<file path="src/rtl/attr_cfg_pkg.sv">
// Package: attr_cfg_pkg
// Shared select codes, masks and register offsets for the attribute
// configuration space. Assumes byte-wide registers.
package attr_cfg_pkg;

    typedef enum logic [2:0] {
        SEL_INFO,   // inside the information structure
        SEL_BLANK,  // below base, past the structure
        SEL_OPT,
        SEL_STAT,
        SEL_PIN,
        SEL_SOCK,
        SEL_NONE    // unknown offset above base
    } attr_sel_e;

    localparam logic [7:0] OPT_STORE_MASK = 8'hCF;
    localparam logic [7:0] PIN_FIXED_BITS = 8'h0C;

    localparam int OFS_OPT  = 'h0;
    localparam int OFS_STAT = 'h2;
    localparam int OFS_PIN  = 'h4;
    localparam int OFS_SOCK = 'h6;

endpackage

</file>
<file path="src/rtl/attr_addr_decode.sv">
// Module: attr_addr_decode
// Classifies an attribute address as information-structure space, blank
// space or one of the configuration registers, and forms the ROM address.
// Assumes CFG_BASE >= INFO_LEN and an ADDR_W wide enough for both.
module attr_addr_decode
    import attr_cfg_pkg::*;
#(
    parameter int ADDR_W   = 12,
    parameter int CFG_BASE = 'h200,
    parameter int INFO_LEN = 'h14A,
    parameter int INFO_AW  = $clog2(INFO_LEN)
) (
    input  logic [ADDR_W-1:0]  addr,
    output attr_sel_e          sel,
    output logic [INFO_AW-1:0] rom_addr
);

    localparam logic [ADDR_W-1:0] BASE_V = ADDR_W'(CFG_BASE);
    localparam logic [ADDR_W-1:0] LEN_V  = ADDR_W'(INFO_LEN);

    logic [ADDR_W-1:0] rel;

    assign rel      = addr - BASE_V;
    assign rom_addr = addr[INFO_AW-1:0];

    // Purpose: pick the region or register addressed by the access.
    always_comb begin
        if (addr < BASE_V) begin
            sel = (addr < LEN_V) ? SEL_INFO : SEL_BLANK;
        end else begin
            unique case (rel)
                ADDR_W'(OFS_OPT):  sel = SEL_OPT;
                ADDR_W'(OFS_STAT): sel = SEL_STAT;
                ADDR_W'(OFS_PIN):  sel = SEL_PIN;
                ADDR_W'(OFS_SOCK): sel = SEL_SOCK;
                default:           sel = SEL_NONE;
            endcase
        end
    end

endmodule

</file>
<file path="src/rtl/attr_cfg_regs.sv">
// Module: attr_cfg_regs
// Holds the option register, the status register and the sticky ready
// flag, and issues the one-cycle card reset pulse. The status interrupt
// bit follows the device request level every cycle. Assumes a single
// access per cycle, selected by the decoder.
module attr_cfg_regs
    import attr_cfg_pkg::*;
(
    input  logic       clk,
    input  logic       rst_n,
    input  logic       wr_en,
    input  attr_sel_e  sel,
    input  logic [7:0] wdata,
    input  logic       dev_irq,
    output logic [7:0] opt_q,
    output logic [7:0] stat_q,
    output logic       ready_q,
    output logic       rst_pulse
);

    logic       wr_opt;
    logic       wr_stat;
    logic       stat_top;     // bit 7, kept across writes
    logic [2:0] stat_cfg;     // bits 6:4
    logic       stat_pdown;   // bit 2
    logic       stat_int;     // bit 1

    assign wr_opt  = wr_en && (sel == SEL_OPT);
    assign wr_stat = wr_en && (sel == SEL_STAT);
    assign stat_q  = {stat_top, stat_cfg, 1'b0, stat_pdown, stat_int, 1'b0};

    // Purpose: option register and reset pulse.
    always_ff @(posedge clk) begin
        if (!rst_n) begin
            opt_q     <= '0;
            rst_pulse <= 1'b0;
        end else begin
            rst_pulse <= wr_opt && wdata[7];
            if (wr_opt) begin
                opt_q <= wdata & OPT_STORE_MASK;
            end
        end
    end

    // Purpose: status fields; interrupt bit tracks the device level.
    always_ff @(posedge clk) begin
        if (!rst_n) begin
            stat_top   <= 1'b0;
            stat_cfg   <= '0;
            stat_pdown <= 1'b0;
            stat_int   <= 1'b0;
        end else begin
            stat_int <= dev_irq;
            if (wr_stat) begin
                stat_cfg   <= wdata[6:4];
                stat_pdown <= wdata[2];
            end
        end
    end

    // Purpose: sticky ready flag, set when power-down is toggled.
    always_ff @(posedge clk) begin
        if (!rst_n) begin
            ready_q <= 1'b0;
        end else if (wr_stat && (wdata[2] != stat_pdown)) begin
            ready_q <= 1'b1;
        end
    end

    p_opt_store_r3: assert property (@(posedge clk) disable iff (!rst_n)
        wr_opt |=> opt_q == ($past(wdata) & 8'hCF));

    p_pulse_source_r4: assert property (@(posedge clk) disable iff (!rst_n)
        rst_pulse |-> $past(wr_en && sel == SEL_OPT && wdata[7]));

    p_stat_load_r5: assert property (@(posedge clk) disable iff (!rst_n)
        wr_stat |=> (stat_q[6:4] == $past(wdata[6:4])) &&
                    (stat_q[2] == $past(wdata[2])) &&
                    (stat_q[7] == $past(stat_q[7])));

    p_ready_set_r6: assert property (@(posedge clk) disable iff (!rst_n)
        (wr_stat && (wdata[2] != stat_q[2])) |=> ready_q);

    p_ready_sticky_r6: assert property (@(posedge clk) disable iff (!rst_n)
        ready_q |=> ready_q);

    p_int_follow_r10: assert property (@(posedge clk) disable iff (!rst_n)
        rst_n |=> stat_q[1] == $past(dev_irq));

endmodule

</file>
<file path="src/rtl/attr_irq_view.sv">
// Module: attr_irq_view
// Forms the host interrupt from the status, device-control and option
// hold bits, and the host view of the status register with the pending
// bit hidden while interrupts are disabled. Purely combinational.
module attr_irq_view (
    input  logic [7:0] stat_q,
    input  logic       opt_hold,
    input  logic       irq_off,
    input  logic       soft_rst,
    output logic       host_irq,
    output logic [7:0] stat_view
);

    // Purpose: host interrupt gate and masked status view.
    always_comb begin
        host_irq  = !(stat_q[1] || irq_off || soft_rst || opt_hold);
        stat_view = stat_q;
        if (irq_off) begin
            stat_view[1] = 1'b0;
        end
    end

endmodule

</file>
<file path="src/rtl/attr_cfg_space.sv">
// Module: attr_cfg_space
// Top of the attribute configuration space: address decode, register
// state, interrupt gating and the read multiplexer. Reads are
// combinational; writes act on the clock edge with acc_wr high.
module attr_cfg_space
    import attr_cfg_pkg::*;
#(
    parameter int ADDR_W   = 12,
    parameter int CFG_BASE = 'h200,
    parameter int INFO_LEN = 'h14A,
    parameter int INFO_AW  = $clog2(INFO_LEN)
) (
    input  logic               clk,
    input  logic               rst_n,
    input  logic [ADDR_W-1:0]  acc_addr,
    input  logic               acc_wr,
    input  logic [7:0]         acc_wdata,
    output logic [7:0]         acc_rdata,
    output logic [INFO_AW-1:0] rom_addr,
    input  logic [7:0]         rom_data,
    input  logic               dev_irq_req,
    input  logic               ctl_irq_off,
    input  logic               ctl_soft_rst,
    output logic               host_irq,
    output logic               card_rst_pulse
);

    attr_sel_e  sel;
    logic [7:0] opt_q;
    logic [7:0] stat_q;
    logic [7:0] stat_view;
    logic       ready_q;

    attr_addr_decode #(
        .ADDR_W  (ADDR_W),
        .CFG_BASE(CFG_BASE),
        .INFO_LEN(INFO_LEN),
        .INFO_AW (INFO_AW)
    ) u_decode (
        .addr    (acc_addr),
        .sel     (sel),
        .rom_addr(rom_addr)
    );

    attr_cfg_regs u_regs (
        .clk      (clk),
        .rst_n    (rst_n),
        .wr_en    (acc_wr),
        .sel      (sel),
        .wdata    (acc_wdata),
        .dev_irq  (dev_irq_req),
        .opt_q    (opt_q),
        .stat_q   (stat_q),
        .ready_q  (ready_q),
        .rst_pulse(card_rst_pulse)
    );

    attr_irq_view u_irq (
        .stat_q   (stat_q),
        .opt_hold (opt_q[7]),
        .irq_off  (ctl_irq_off),
        .soft_rst (ctl_soft_rst),
        .host_irq (host_irq),
        .stat_view(stat_view)
    );

    // Purpose: return the byte selected by the current address.
    always_comb begin
        unique case (sel)
            SEL_INFO: acc_rdata = rom_data;
            SEL_OPT:  acc_rdata = opt_q;
            SEL_STAT: acc_rdata = stat_view;
            SEL_PIN:  acc_rdata = PIN_FIXED_BITS | {2'b00, ready_q, 5'b00000};
            default:  acc_rdata = 8'h00;
        endcase
    end

    p_hold_blocks_irq_r9: assert property (@(posedge clk) disable iff (!rst_n)
        opt_q[7] |-> !host_irq);

    p_view_hides_int_r7: assert property (@(posedge clk) disable iff (!rst_n)
        (ctl_irq_off && sel == SEL_STAT) |-> !acc_rdata[1]);

    p_pin_fixed_r8: assert property (@(posedge clk) disable iff (!rst_n)
        (sel == SEL_PIN) |-> (acc_rdata[3:2] == 2'b11) && (acc_rdata[1:0] == 2'b00));

endmodule

</file>
<file path="config.mk">
export PLATFORM = sky130hd
export DESIGN_NAME = attr_cfg_space
export DESIGN_NICKNAME = d
export VERILOG_FILES = /design/src/rtl/attr_cfg_pkg.sv /design/src/rtl/attr_addr_decode.sv /design/src/rtl/attr_cfg_regs.sv /design/src/rtl/attr_irq_view.sv /design/src/rtl/attr_cfg_space.sv
export SDC_FILE = /design/constraint.sdc
export NUM_CORES = 1
export LEC_CHECK = 0
export BUFFER_PORTS_ARGS = -buffer_cell sky130_fd_sc_hd__buf_2
export CORE_UTILIZATION = 42
export CTS_CLUSTER_DIAMETER = 60
export DETAILED_ROUTE_END_ITERATION = 6
export GPL_TIMING_DRIVEN = 0
export MAX_ROUTING_LAYER = met4
export PLACE_DENSITY = 0.84
export SYNTH_ARGS = -nofsm -noshare
export SYNTH_HDL_FRONTEND = slang
export SYNTH_SLANG_ARGS = --single-unit
</file>
<file path="constraint.sdc">
create_clock -name clk -period 1.6 [get_ports clk]
set_input_delay 0.08 -clock clk [delete_from_list [all_inputs] [get_ports clk]]
set_output_delay 0.08 -clock clk [all_outputs]
set_load 0.05 [all_outputs]
</file>
# Word level (Yosys, flattened, before mapping)
# Cells that the tools add are included.
[totals]
out_inout_bits = 19
regBits = 13
in_bits = 34
[op_classes]
n_eq_ne = 7
n_lt_le_gt_ge = 2
addsub = 1
n_reduce_logical = 10
muxes = 5
[op_table]
columns = ["op", "n"]
rows = [
  ["8-bit one-hot mux with 4 select lines", 1],
  ["12-bit by 3-bit equality test with 1-bit output (second input constant)", 2],
  ["12-bit by 2-bit equality test with 1-bit output (second input constant)", 1],
  ["12-bit logical NOT", 1],
  ["12-bit by 10-bit less-than comparator with 1-bit output (second input constant)", 1],
  ["12-bit by 9-bit less-than comparator with 1-bit output (second input constant)", 1],
  ["3-bit one-hot mux with 4 select lines", 1],
  ["12-bit by 10-bit subtractor with 12-bit output (second input constant)", 1],
  ["3-bit by 2-bit equality test with 1-bit output (second input constant)", 2],
  ["1-bit logical AND", 4],
  ["3-bit equality test (second input constant)", 1],
  ["3-bit logical NOT", 1],
  ["1-bit logical OR", 3],
  ["3-bit two-way mux", 1],
  ["1-bit two-way mux", 2],
  ["1-bit logical NOT", 1],
  ["1-bit inequality test", 1],
]

# Logic depth before layout (Yosys ltp)
[logic_depth]
ltp_word = 7
ltp_mapped = 7
mapped_depth_nobuf = 6

# Modules after synthesis
# Synthesis repeated with hierarchy kept, for this count alone.
[unflattened]
cells_unflattened = 116
hier_area_um2 = 1034.7
[modules_own_cells]
columns = ["module", "seq_area_each_um2", "cells_per_inst", "instances", "area_each_um2"]
rows = [
  ["attr_cfg_regs", 260.2, 50, 1, 555.5],
  ["attr_cfg_space", 0.0, 32, 1, 231.5],
  ["attr_addr_decode", 0.0, 25, 1, 173.9],
  ["attr_irq_view", 0.0, 9, 1, 73.8],
]

# Least setup slack after synthesis
# No wires, ideal clock.
[synth_path]
kind = "register to output"
start = "reg u_regs.opt_q[7]"
end = "out host_irq"
path_stages_with_launch = 2
t_required_ps = 1520
arrival_time_ps = 1853
slack_ps = -333
path_buffers = 0
cell_sequence = "dfxtp_1 > nor4_1"
[synth_between]
elab_chain_len = 2
[synth_lines]
columns = ["item", "line", "source"]
rows = [
  ["from (decl)", "attr_cfg_regs.sv:15", "output logic [7:0] opt_q,"],
  ["from (signal assigned)", "attr_cfg_regs.sv:40", "opt_q <= wdata & OPT_STORE_MASK;"],
  ["1-bit logical OR", "attr_irq_view.sv:16", "host_irq = !(stat_q[1] || irq_off || soft_rst || opt_hold);"],
  ["1-bit logical NOT", "attr_irq_view.sv:16", ""],
  ["to (decl)", "attr_cfg_space.sv:24", "output logic host_irq,"],
]
# Every way passes these cells.

# Final worst setup path
[layout_path]
start = "in acc_addr[9]"
end = "out acc_rdata[6]"
[layout_between]
elab_chain_len = 6
word_cells_on_any_way = 15
cone_classes = "1 x add/sub; 2 x order compare; 6 x eq/ne; 4 x mux; 2 x reduce/logical"
[layout_lines]
columns = ["item", "line", "source"]
rows = [
  ["from (decl)", "attr_cfg_space.sv:15", "input logic [ADDR_W-1:0] acc_addr,"],
  ["12-bit by 10-bit subtractor with 12-bit output", "attr_addr_decode.sv:23", "assign rel = addr - BASE_V;"],
  ["12-bit by 3-bit equality test with 1-bit output, or another cell as far along", "attr_addr_decode.sv:31", "unique case (rel)"],
  ["3-bit one-hot mux with 4 select lines", "attr_addr_decode.sv:31", ""],
  ["3-bit two-way mux (*)", "attr_addr_decode.sv:28", "if (addr < BASE_V) begin"],
  ["3-bit equality test, or another cell as far along", "attr_cfg_space.sv:69", "unique case (sel)"],
  ["8-bit one-hot mux with 4 select lines (*)", "attr_cfg_space.sv:69", ""],
  ["to (decl)", "attr_cfg_space.sv:18", "output logic [7:0] acc_rdata,"],
]
# Every way passes the cells marked *; elsewhere a longest branch is shown, timed or not.

==> run_results.csv <==
group,metric,value,unit
status,run_status,"finished, violations left",
status,violations,"negative hold slack, negative setup slack",
cells_and_area,syn2layout_area_growth,56.29,%
route,wl,2.898,mm
setup_path,cp.arrival,1.68,ns
place,place_ws,-0.3587,ns
synthesis,synth_area_leader_cell,"dfxtp_1",
clock_network,clk_path_buf_depth,2,
global_routing,grt_pass1_vias,1013,
global_routing,gr-total-overflow,0,
cells_and_area,final_core_util,70.47,%
synthesis,syn_area,884.6,sq um
global_routing,grt.busiest_layer,"met2",
route,drt-initial-drc-count,44,
clock_network,h-tree-depth,1,
floorplan,start_util,45.09,%
clock_network,clock_latency,0.27,ns
sta,rsz0062_at_grt,"yes",
setup_path,worst-setup-path-type,"input port to primary output",
sta,fmax,568.0,MHz
place,port_buffers,52,
synthesis,synthArstFlopShare,0,%
route,route.detailed.drc,0,
synthesis,synth-main-ff-cell,"dfxtp_1",
route,drt_pass1_iterations,4,
setup_path,start_kind,"input port",
sta,tightestPinTransition,0.4485,ns
power_and_ir_drop,combinationalPowerShare,31.2,%
place,dp_cells,187,
synthesis,yosys_warnings,0,
clock_network,cts_buffers,3,
global_routing,grt_max_degree,11,
global_routing,grt_use_met2,47.30,%
setup_path,end_kind,"primary output",
sta,final_hold_viol_count,1,
sta,tns,-0.6593,ns
clock_network,clockRootBuffer,"clkbuf_4",
hold_path,hp-class,"input port to flop",
clock_network,cts.reportedPaths.clkPinSlew,0.08,ns
power_and_ir_drop,intPower,515.1,uW
place,gp_congestion,0.8929,
cells_and_area,antennaDiodeCount,0,
floorplan,coreArea,1962,sq um
cells_and_area,final_common_cell,"buf_2",
sta,finalCritPeriodShare,110.0,%
synthesis,synth.avg_cell_area,8.191,sq um
floorplan,dieWidth,47.90,um
floorplan,rows,16,
power_and_ir_drop,ir_drop,0.5374,mV
global_routing,grt_use_total,27.01,%
setup_path,cp.required,1.52,ns
floorplan,ios,53,
floorplan,dieHeight,47.90,um
cells_and_area,drive_above_1_share,52.66,%
place,placed_area,1200,sq um
global_routing,grt_pass1_wl,4.167,mm
synthesis,syn_nets,143,
synthesis,synth_area_leaders,"dfxtp_1 (29%), buf_4 (7.6%), nand2_1 (5.5%)",
cells_and_area,finalNetCount,205,
power_and_ir_drop,swShare,33.65,%
setup_path,r2r_slack,0.63,ns
power_and_ir_drop,seq_power_share,42.0,%
setup_path,cp_max_fo,6,
synthesis,synth_cells,108,
sta,timing.final.crit_period,1.761,ns
power_and_ir_drop,switchingPower,261.3,uW
synthesis,synth_cell_types,32,
cells_and_area,layout_common_cells,"buf_2 (43), nand2_1 (13), buf_4 (13), dfxtp_1 (13), nor2_1 (9)",
sta,drv_slew,0,
sta,whs,-0.002170,ns
sta,finClkSkew,0.0001129,ns
cells_and_area,final_design_area_no_fill,1383,sq um
sta,slew-limit-headroom,70.04,%
job,maxCapViolCount,0,
power_and_ir_drop,p_leak,0.6203,nW
synthesis,ys_seq_elements,13,
place,dp_hpwl,2.032,mm
global_routing,antenna_found_initial,0,
power_and_ir_drop,total_power,776.4,uW
route,postRouteAntennaNets,0,
sta,setup_viol,5,
cells_and_area,stdcell_count,196,
synthesis,yosysTopAreaCellShare,29.42,%
synthesis,synth_edf_count,0,
synthesis,ys_seq_area_share,29.42,%
route,viasPerCell,5.684,
power_and_ir_drop,powerDensity,561.6,nW/um^2
route,num_vias,1114,
floorplan,dieArea,2294,sq um
power_and_ir_drop,clockPowerShare,26.9,%
global_routing,grtUsageMet3,5.283,%
global_routing,use_met1,30.00,%
route,routedWlPerCell,14.79,um
sta,setup_slack,-0.1607,ns
clock_network,tritoncts,"done",
clock_network,numClockSinks,13,
==> final cells by class <==
type	count	area, sq um
clock buffer	4	26.28
inverter	3	16.27
tap	27	33.78
fill	175	579.3
sequential	13	260.3
buffer	11	76.32
timing repair buffer	57	380.4
multi-input combinational	81	589.3
==> what timing repair did <==
action,in CTS,in global routing
setup buffers,3,2
pin swaps,10,4
gates cloned,0,0
setup endpoints to repair,8,8
hold endpoints to repair,0,0
resized for setup,31,1
hold buffers,0,0
==> cell usage after synthesis (all sizes together), types with 3 or more instances <==
cell / count
nand3: 6
dfxtp: 13
a211o: 3
inv: 3
a21oi: 7
nor3: 4
mux2i: 4
a22o: 4
nand2: 13
o21ai: 8
buf: 9
nor2: 9
==> worst paths after layout <==
| check | start | end | cells past startpoint |
|---|---|---|---|
| worst min-delay path | dev_irq_req | u_regs.stat_int | 2 |
| worst max-delay path | acc_addr[9] | acc_rdata[6] | 6 |
| worst min register to register | u_regs.stat_cfg[0] | u_regs.stat_cfg[0] | 2 |
| worst max register to register | u_regs.stat_pdown | u_regs.ready_q | 3 |
==> per-layer routing <==
layer | up-vias | part of all wire, %
li1 | 513 | -
met1 | 526 | 38
met2 | 67 | 52
met3 | 8 | 8.1
met4 | 0 | 1.7
met5 | - | 0
==> worst max-delay path, stage by stage <==
cell	delay [ns]
buf_8	0.11
or3_4	0.39
a211o_4	0.35
a211oi_4	0.36
a221o_2	0.24
buf_6	0.16
==> power groups by stage <==
stage / clock network, mW / registers [mW] / logic (mW)
global route: 0.224 / 0.326 / 0.260
floorplan: 0 / 0.333 / 0.131
global placement: 0 / 0.333 / 0.208
detailed placement: 0 / 0.333 / 0.214
CTS: 0.206 / 0.326 / 0.236
finish: 0.209 / 0.326 / 0.242
==> registers in the layout (all words and copies together) (netlist names) <==
name               flops
u_regs.opt_q           6
u_regs.ready_q         1
u_regs.rst_pulse       1
u_regs.stat_cfg        3
u_regs.stat_int        1
u_regs.stat_pdown      1
==> cells by family after synthesis <==
group | count (synthesis) | synth area share, %
buffers and inverters | 14 | 9.759
adders and majority gates | 1 | 1.414
AOI/OAI and AO/OA | 28 | 25.60
DFF | 13 | 29.42
xor gates and xnor gates | 2 | 1.981
and+or+nand+nor | 46 | 27.30
muxes | 4 | 4.526
Power figures use the tool's default switching activity.
